==> config.mk <==
export PLATFORM = sky130hd
export DESIGN_NAME = twin_timer
export DESIGN_NICKNAME = d
export VERILOG_FILES = /design/src/rtl/tmr_pkg.sv /design/src/rtl/tmr_regs.sv /design/src/rtl/tmr_channel.sv /design/src/rtl/twin_timer.sv
export SDC_FILE = /design/constraint.sdc
export NUM_CORES = 1
export LEC_CHECK = 0
export BUFFER_PORTS_ARGS = -buffer_cell sky130_fd_sc_hd__buf_2
export CAP_MARGIN = 20
export CORE_UTILIZATION = 30
export CTS_CLUSTER_SIZE = 20
export DETAILED_ROUTE_END_ITERATION = 16
export GPL_TIMING_DRIVEN = 0
export SLEW_MARGIN = 20
export SYNTH_ARGS = -nofsm -noshare
export SYNTH_HDL_FRONTEND = slang
export SYNTH_SLANG_ARGS = --single-unit
==> constraint.sdc <==
create_clock -name clk -period 3.5 [get_ports clk]
set_clock_uncertainty 0.05 [all_clocks]
set_input_delay 0.175 -clock clk [delete_from_list [all_inputs] [get_ports clk]]
set_output_delay 0.175 -clock clk [all_outputs]
set_load 0.01 [all_outputs]
==> src/rtl/tmr_pkg.sv <==
package tmr_pkg;
   // one channel's slice of the mode word; enable is the low bit
   typedef struct packed {
      logic init_lvl;
      logic toggle;
      logic enable;
   } chan_cfg_t;

   localparam int CFG_W = $bits(chan_cfg_t);
endpackage

==> src/rtl/tmr_regs.sv <==
module tmr_regs
   import tmr_pkg::*;
#(
   parameter int NUM_TMR = 2,
   parameter int CNT_W   = 32,
   parameter int ADDR_W  = 2
) (
   input  logic                       clk,
   input  logic                       rst_n,
   input  logic                       bus_wr,
   input  logic [ADDR_W-1:0]          bus_addr,
   input  logic [CNT_W-1:0]           bus_wdata,
   output logic [CNT_W-1:0]           bus_rdata,
   output chan_cfg_t [NUM_TMR-1:0]    cfg,
   output logic [NUM_TMR*CNT_W-1:0]   reload_flat
);
   localparam int MODE_W = NUM_TMR * CFG_W;

   if (MODE_W > CNT_W) begin : g_bad_mode
      $error("mode word wider than bus");
   end
   if (NUM_TMR + 1 > (1 << ADDR_W)) begin : g_bad_addr
      $error("address too narrow for register count");
   end

   logic [MODE_W-1:0] mode_q;
   logic [CNT_W-1:0]  data_q [NUM_TMR];

   always_ff @(posedge clk or negedge rst_n) begin
      if (!rst_n) begin
         mode_q <= '0;
      end else if (bus_wr && bus_addr == '0) begin
         mode_q <= bus_wdata[MODE_W-1:0];
      end
   end

   for (genvar i = 0; i < NUM_TMR; i++) begin : g_data
      always_ff @(posedge clk or negedge rst_n) begin
         if (!rst_n) begin
            data_q[i] <= '0;
         end else if (bus_wr && bus_addr == ADDR_W'(i + 1)) begin
            data_q[i] <= bus_wdata;
         end
      end
      assign reload_flat[i*CNT_W +: CNT_W] = data_q[i];
      assign cfg[i] = mode_q[i*CFG_W +: CFG_W];
   end

   always_comb begin
      bus_rdata = '0;
      if (bus_addr == '0) begin
         bus_rdata = CNT_W'(mode_q);
      end
      for (int i = 0; i < NUM_TMR; i++) begin
         if (bus_addr == ADDR_W'(i + 1)) begin
            bus_rdata = data_q[i];
         end
      end
   end
endmodule

==> src/rtl/tmr_channel.sv <==
module tmr_channel
   import tmr_pkg::*;
#(
   parameter int CNT_W = 32
) (
   input  logic             clk,
   input  logic             rst_n,
   input  chan_cfg_t        cfg,
   input  logic [CNT_W-1:0] reload,
   output logic             tout,
   output logic             irq
);
   if (CNT_W < 2) begin : g_bad_width
      $error("counter width must be at least 2");
   end

   logic [CNT_W-1:0] cnt_q;
   logic [CNT_W-1:0] reload_eff;
   logic             run_q;
   logic             lvl_q;
   logic             irq_q;
   logic             start;
   logic             expire;

   assign reload_eff = (reload > CNT_W'(1)) ? reload : CNT_W'(1);
   assign start      = cfg.enable && !run_q;
   assign expire     = cfg.enable && run_q && (cnt_q == CNT_W'(1));

   always_ff @(posedge clk or negedge rst_n) begin
      if (!rst_n) begin
         cnt_q <= '0;
         run_q <= 1'b0;
         lvl_q <= 1'b0;
         irq_q <= 1'b0;
      end else begin
         run_q <= cfg.enable;
         irq_q <= expire;
         if (start) begin
            cnt_q <= reload_eff;
            lvl_q <= cfg.init_lvl;
         end else if (cfg.enable) begin
            cnt_q <= expire ? reload_eff : cnt_q - CNT_W'(1);
            if (expire && cfg.toggle) begin
               lvl_q <= ~lvl_q;
            end
         end
      end
   end

   assign tout = cfg.toggle ? lvl_q : irq_q;
   assign irq  = irq_q;

   // a running counter never sits at zero
   a_r4_count_nonzero: assert property (@(posedge clk) disable iff (!rst_n)
      run_q |-> cnt_q != '0);
   // an interrupt only follows a cycle in which the channel was running
   a_r7_irq_from_run: assert property (@(posedge clk) disable iff (!rst_n)
      irq_q |-> ($past(run_q) && $past(cfg.enable)));
   // a start edge leaves the toggle level at the programmed start value
   a_r3_start_level: assert property (@(posedge clk) disable iff (!rst_n)
      (cfg.enable && !run_q) |=> lvl_q == $past(cfg.init_lvl));
   // a stopped channel stays silent
   a_r8_halt_silent: assert property (@(posedge clk) disable iff (!rst_n)
      !cfg.enable |=> !irq_q);
endmodule

==> src/rtl/twin_timer.sv <==
module twin_timer
   import tmr_pkg::*;
#(
   parameter int NUM_TMR = 2,
   parameter int CNT_W   = 32,
   parameter int ADDR_W  = 2
) (
   input  logic               clk,
   input  logic               rst_n,
   input  logic               bus_wr,
   input  logic [ADDR_W-1:0]  bus_addr,
   input  logic [CNT_W-1:0]   bus_wdata,
   output logic [CNT_W-1:0]   bus_rdata,
   output logic [NUM_TMR-1:0] tmr_out,
   output logic [NUM_TMR-1:0] tmr_irq
);
   if (NUM_TMR < 1) begin : g_bad_count
      $error("at least one channel required");
   end

   chan_cfg_t [NUM_TMR-1:0]  cfg;
   logic [NUM_TMR*CNT_W-1:0] reload_flat;

   tmr_regs #(
      .NUM_TMR (NUM_TMR),
      .CNT_W   (CNT_W),
      .ADDR_W  (ADDR_W)
   ) u_regs (
      .clk         (clk),
      .rst_n       (rst_n),
      .bus_wr      (bus_wr),
      .bus_addr    (bus_addr),
      .bus_wdata   (bus_wdata),
      .bus_rdata   (bus_rdata),
      .cfg         (cfg),
      .reload_flat (reload_flat)
   );

   for (genvar i = 0; i < NUM_TMR; i++) begin : g_chan
      tmr_channel #(
         .CNT_W (CNT_W)
      ) u_chan (
         .clk    (clk),
         .rst_n  (rst_n),
         .cfg    (cfg[i]),
         .reload (reload_flat[i*CNT_W +: CNT_W]),
         .tout   (tmr_out[i]),
         .irq    (tmr_irq[i])
      );

      // in interval mode the output pin mirrors the interrupt
      a_r5_pulse_matches_irq: assert property (@(posedge clk) disable iff (!rst_n)
         !cfg[i].toggle |-> tmr_out[i] == tmr_irq[i]);
   end
endmodule

Word level (Yosys, flattened, before mapping)
Index checks and enable logic that the tools add are counted.
{ "totals": {"out_inout_bits": 36, "register_bits": 140} }
{ "classes": {"n_eq_ne": 4, "mux": 19, "n_reduce_logical": 20, "n_bitwise": 2, "n_lt_le_gt_ge": 2, "add_sub_neg": 2} }
{ "ops": {"columns": ["op", "count"], "rows": [
  ["two-way mux 32 bit", 10],
  ["== test 32 x 1 -> 1 bit, second input constant", 2],
  ["> comparator 32 x 1 -> 1 bit, second input constant", 2],
  ["subtractor 32 x 1 -> 32 bit, second input constant", 2],
  ["logical AND 1 bit", 11],
  ["two-way mux 1 bit", 8],
  ["nonzero test 2 bit", 4],
  ["two-way mux 6 bit", 1],
  ["AND reduction 2 bit", 2],
  ["== test 2 x 1 -> 1 bit, second input constant", 1],
  ["== test 2 bit, second input constant", 1],
  ["zero test 1 bit", 2],
  ["zero test 2 bit", 1],
  ["NOT 1 bit", 2]
]} }

Longest topological paths before layout
{ "depth": {"depth_word": 6, "mapped_depth": 10, "ltp_nobuf": 8} }

Cells and area by module
From an unflattened synthesis, not the netlist that was laid out.
{ "hier_totals": {"cells_unflattened": 779, "hier_area_um2": 8059.0} }
{ "modules_own_cells": {"columns": ["mod", "cells_each", "seq_area_each_um2", "area_each_um2", "n_inst"], "rows": [
  ["tmr_regs", 198, 1751.7, 3194.3, 1],
  ["tmr_channel at g_chan[0].u_chan", 289, 875.8, 2463.6, 1],
  ["tmr_channel at g_chan[1].u_chan", 292, 875.8, 2401.1, 1]
]} }

Least setup slack after synthesis
OpenSTA, ideal clock, no wires.
{ "synth_path": {"path_type": "reg-to-reg", "start": "register g_chan[0].u_chan.cnt_q[1]", "end": "register g_chan[0].u_chan.cnt_q[24]", "synth_period_minus_slack_ns": 2.559, "setup_slack_ns": 0.941, "path_stages_with_launch": 11, "arrival_ns": 2.366, "path_buffers": 2, "t_required_ns": 3.307, "path_cell_list": "dfrtp_1 > inv_1 > ha_1 > or4b_2 > nor4_4 > nand4_4 > and2_1 > buf_2 > buf_6 > o21ai_0 > a22oi_1"} }
{ "synth_between": {"elab_chain_len": 5} }
{ "synth_lines": {"columns": ["item", "line_no", "rtl"], "rows": [
  ["start, declared", "tmr_channel.sv:17", "logic [CNT_W-1:0] cnt_q;"],
  ["start signal, assigned", "tmr_channel.sv:39", "cnt_q <= reload_eff;"],
  ["start signal, assigned", "tmr_channel.sv:42", "cnt_q <= expire ? reload_eff : cnt_q - CNT_W'(1);"],
  ["parallel branches: the longest is 2 deep, another holds subtractor 32 x 1 -> 32 bit", null, null],
  ["two-way mux 32 bit (*)", "tmr_channel.sv:42", null],
  ["two-way mux 32 bit (*)", "tmr_channel.sv:41", "end else if (cfg.enable) begin"],
  ["two-way mux 32 bit (*)", "tmr_channel.sv:38", "if (start) begin"]
]} }
Mark *: on every way between the ends. The select of a mux whose other input is x is not followed.
A chain may end at the register's enable or synchronous reset.

Worst setup path after layout
{ "layout_path": {"start": "register g_chan[0].u_chan.cnt_q[10]", "end": "register g_chan[0].u_chan.cnt_q[24]"} }
Same word-level chain as after synthesis.

==> results_dict.tcl <==
set metrics [dict create \
    diodes 0 \
    setup_viol 0 \
    rows 59 \
    grt.busiest_layer "met2" \
    core_um2 26000 \
    p_leak_nw 3.84 \
    cts_resized 0 \
    start_util_pct 30.5 \
    grt_pass1_vias 7179 \
    place_congestion 0.904 \
    fin_tns_setup_ns 0 \
    use_met3_pct 3.14 \
    drc_errors 0 \
    synth-async-reset-ratio_pct 100 \
    grt_use_met1_pct 27.7 \
    ant_nets 0 \
    drt_wl_total_um 26800 \
    cts_buffer_depth 2 \
    drt_first_pass_iters 7 \
    grt_overflow_total 0 \
    finalCriticalPeriod_ns 3.13 \
    crit_arrival_ns 3.34 \
    critical_path.max_fanout 10 \
    start_kind "flip-flop" \
    grt_pass1_wl_um 41500 \
    drive_above_1_share_pct 22.7 \
    syn-num-nets 860 \
    postLayoutCoreUtil_pct 37.1 \
    cts-root-buf "clkbuf_16" \
    syn_to_final_growth_pct 21.7 \
    syn_area_um2 7920 \
    status "completed" \
    dp_hpwl_um 19400 \
    dieArea_um2 27000 \
    grt_use_total_pct 20.3 \
    worst-setup-path-type "reg -> reg" \
    final_nets 980 \
    cts_buffers 17 \
    cts_tree "yes" \
    slew_violations 0 \
    syn_area_per_cell_um2 9.67 \
    wl_per_cell_um 20.8 \
    cp-end-kind "flip-flop" \
    fmax_mhz 320 \
    gr-usage-met2_pct 32.6 \
    clk_pin_slew_worst_paths_ns 0.06 \
    hp-class "in -> reg" \
    post_cts_buffers 0 \
    cap_violations 0 \
    finalInstanceArea_um2 9630 \
    grt_start_max_net_pins 96 \
    rsz0062_at_grt "false" \
    htreeDepth 4 \
    fin_crit_sh_pct 89.3 \
    io_pins 73 \
    synth_enable_flop_cells 0 \
    worst_slack_ns 0.373 \
    portBuffers 70 \
    yosys_warnings 0 \
    dp_cells 1225 \
    hold_slack_ns 0.00817 \
    ys_types 71 \
    synth_ff_type "dfrtp_1" \
    dpl_cell_area_um2 8730 \
    power_density_nw_per_um2 673 \
    tightest_slew_ns 1.07 \
    required_ns 3.71 \
    final_cells 1287 \
    max-slew-margin-rel_pct 28.0 \
    design_power_total_mw 6.48 \
    yosys_register_bits 140 \
    routed-via-count 7357 \
    drt_iter0_markers 804 \
    chipWidth_um 164 \
    die_h_um 164 \
    hold_viol_final 0 \
    synthCells 819 \
    clk_latency_ns 0.42 \
    ys_seq_area_share_pct 44.3 \
    cts.sinks 140 \
    antenna_found_initial 0 \
    place_ws_ns 0.461 \
    ir_drop_v 0.000429 \
    routed_via_density 5.72 \
]
==> worst max-delay path, cell delays in order (launching register included) <==
cell and delay, ns:
dfrtp_1 0.41, nor3_1 0.59, and4_1 0.30, clkbuf_1 0.32, nand4_4 0.27, and2_1 0.29
buf_2 0.19, buf_6 0.17, o21ai_0 0.23, a22oi_1 0.15
==> cells in the mapped netlist, types with 13 or more instances <==
cell	instances	share of area, %
nand3_1	41	2.6
nand2_1	53	2.5
o21ai_0	57	3.6
nor4_1	32	2.5
mux2_2	70	10
a22o_1	26	2.9
mux2i_1	13	1.6
nor3_1	29	1.8
a21oi_1	71	4.5
inv_1	16	0.76
clkbuf_1	35	1.7
nor2_1	40	1.9
dfrtp_1	140	44
nand4_1	35	2.8
==> metal layers <==
| layer | vias to the layer above | wire, um |
|---|---|---|
| met5 | - | 0 |
| met4 | 0 | 549 |
| met3 | 33 | 1560 |
| met2 | 292 | 12900 |
| met1 | 3668 | 11800 |
| li1 | 3364 | - |
==> cell type report <==
type | instances | area, um^2
Buffer | 61 | 329
Clock buffer | 18 | 429
Clock inverter | 14 | 170
Fill cell | 2644 | 16400
Inverter | 16 | 60.1
Multi-Input combinational cell | 602 | 4040
Sequential cell | 140 | 3500
Tap cell | 335 | 419
Timing Repair Buffer | 101 | 688
==> report_power, final <==
group          total [mW]  switching (mW)  internal (mW)
Combinational        1.76           0.989          0.776
Clock                1.87           0.746           1.12
Sequential           2.85           0.716           2.13
==> cell families (layout without fill, tap and decap cells) <==
group | Yosys count | in the layout | share of synthesized area (%)
buffers and inverters | 77 | 210 | 4.92
adder cells (fa/ha/maj) | 4 | 4 | 0.632
AO/OA/AOI/OAI | 222 | 222 | 18.1
multiplexers | 83 | 83 | 11.6
AND/OR/NAND/NOR | 293 | 293 | 20.5
flip-flops | 140 | 140 | 44.3
==> sequential cells by signal (all words and copies together), names as in the netlist <==
name,cells
g_chan.u_chan.lvl_q,2
g_chan.u_chan.run_q,2
g_chan.u_chan.irq,2
g_chan.u_chan.cnt_q,64
u_regs.cfg,6
u_regs.reload_flat,64
==> repair_timing <==
| action | in CTS | in global routing |
|---|---|---|
| endpoints found under the setup margin | 0 | 0 |
| hold buffers | 30 | 0 |
| endpoints found under the hold margin | 104 | 0 |
==> final timing paths <==
kind / start / to / slack [ns] / cells past startpoint
min in group asynchronous: rst_n / g_chan[0].u_chan.cnt_q[4]$_DFFE_PN0P_ / 0.18 / 2
max reg2reg: g_chan[0].u_chan.cnt_q[10]$_DFFE_PN0P_ / g_chan[0].u_chan.cnt_q[24]$_DFFE_PN0P_ / 0.37 / 9
max in group asynchronous: rst_n / g_chan[1].u_chan.cnt_q[29]$_DFFE_PN0P_ / 2.43 / 3
min reg2reg: u_regs.cfg[0]$_DFFE_PN0P_ / g_chan[0].u_chan.run_q$_DFF_PN0_ / 0.33 / 0
max: g_chan[0].u_chan.cnt_q[10]$_DFFE_PN0P_ / g_chan[0].u_chan.cnt_q[24]$_DFFE_PN0P_ / 0.37 / 9
min: bus_wdata[4] / u_regs.reload_flat[36]$_DFFE_PN0P_ / 0.008 / 2
==> cells in the final DEF, fill, tap and decap left out, types with 6 or more instances in the layout <==
| master | synthesis | layout |
|---|---|---|
| mux2_2 | 70 | 70 |
| nand3_1 | 41 | 41 |
| buf_1 | 11 | 11 |
| a21oi_1 | 71 | 71 |
| dlygate4sd3_1 | 0 | 30 |
| nand2_1 | 53 | 53 |
| o22ai_1 | 6 | 6 |
| nor2_1 | 40 | 40 |
| nor3_1 | 29 | 29 |
| or3_1 | 9 | 9 |
| and3_1 | 7 | 7 |
| dfrtp_1 | 140 | 140 |
| o21ai_0 | 57 | 57 |
| nand4_1 | 35 | 35 |
| buf_2 | 2 | 71 |
| inv_1 | 16 | 16 |
| a22o_1 | 26 | 26 |
| nor2b_1 | 6 | 6 |
| clkbuf_16 | 0 | 17 |
| mux2i_1 | 13 | 13 |
| nand3b_1 | 11 | 11 |
| nor4_1 | 32 | 31 |
| clkbuf_1 | 35 | 36 |
Power figures use the tool's default switching activity.
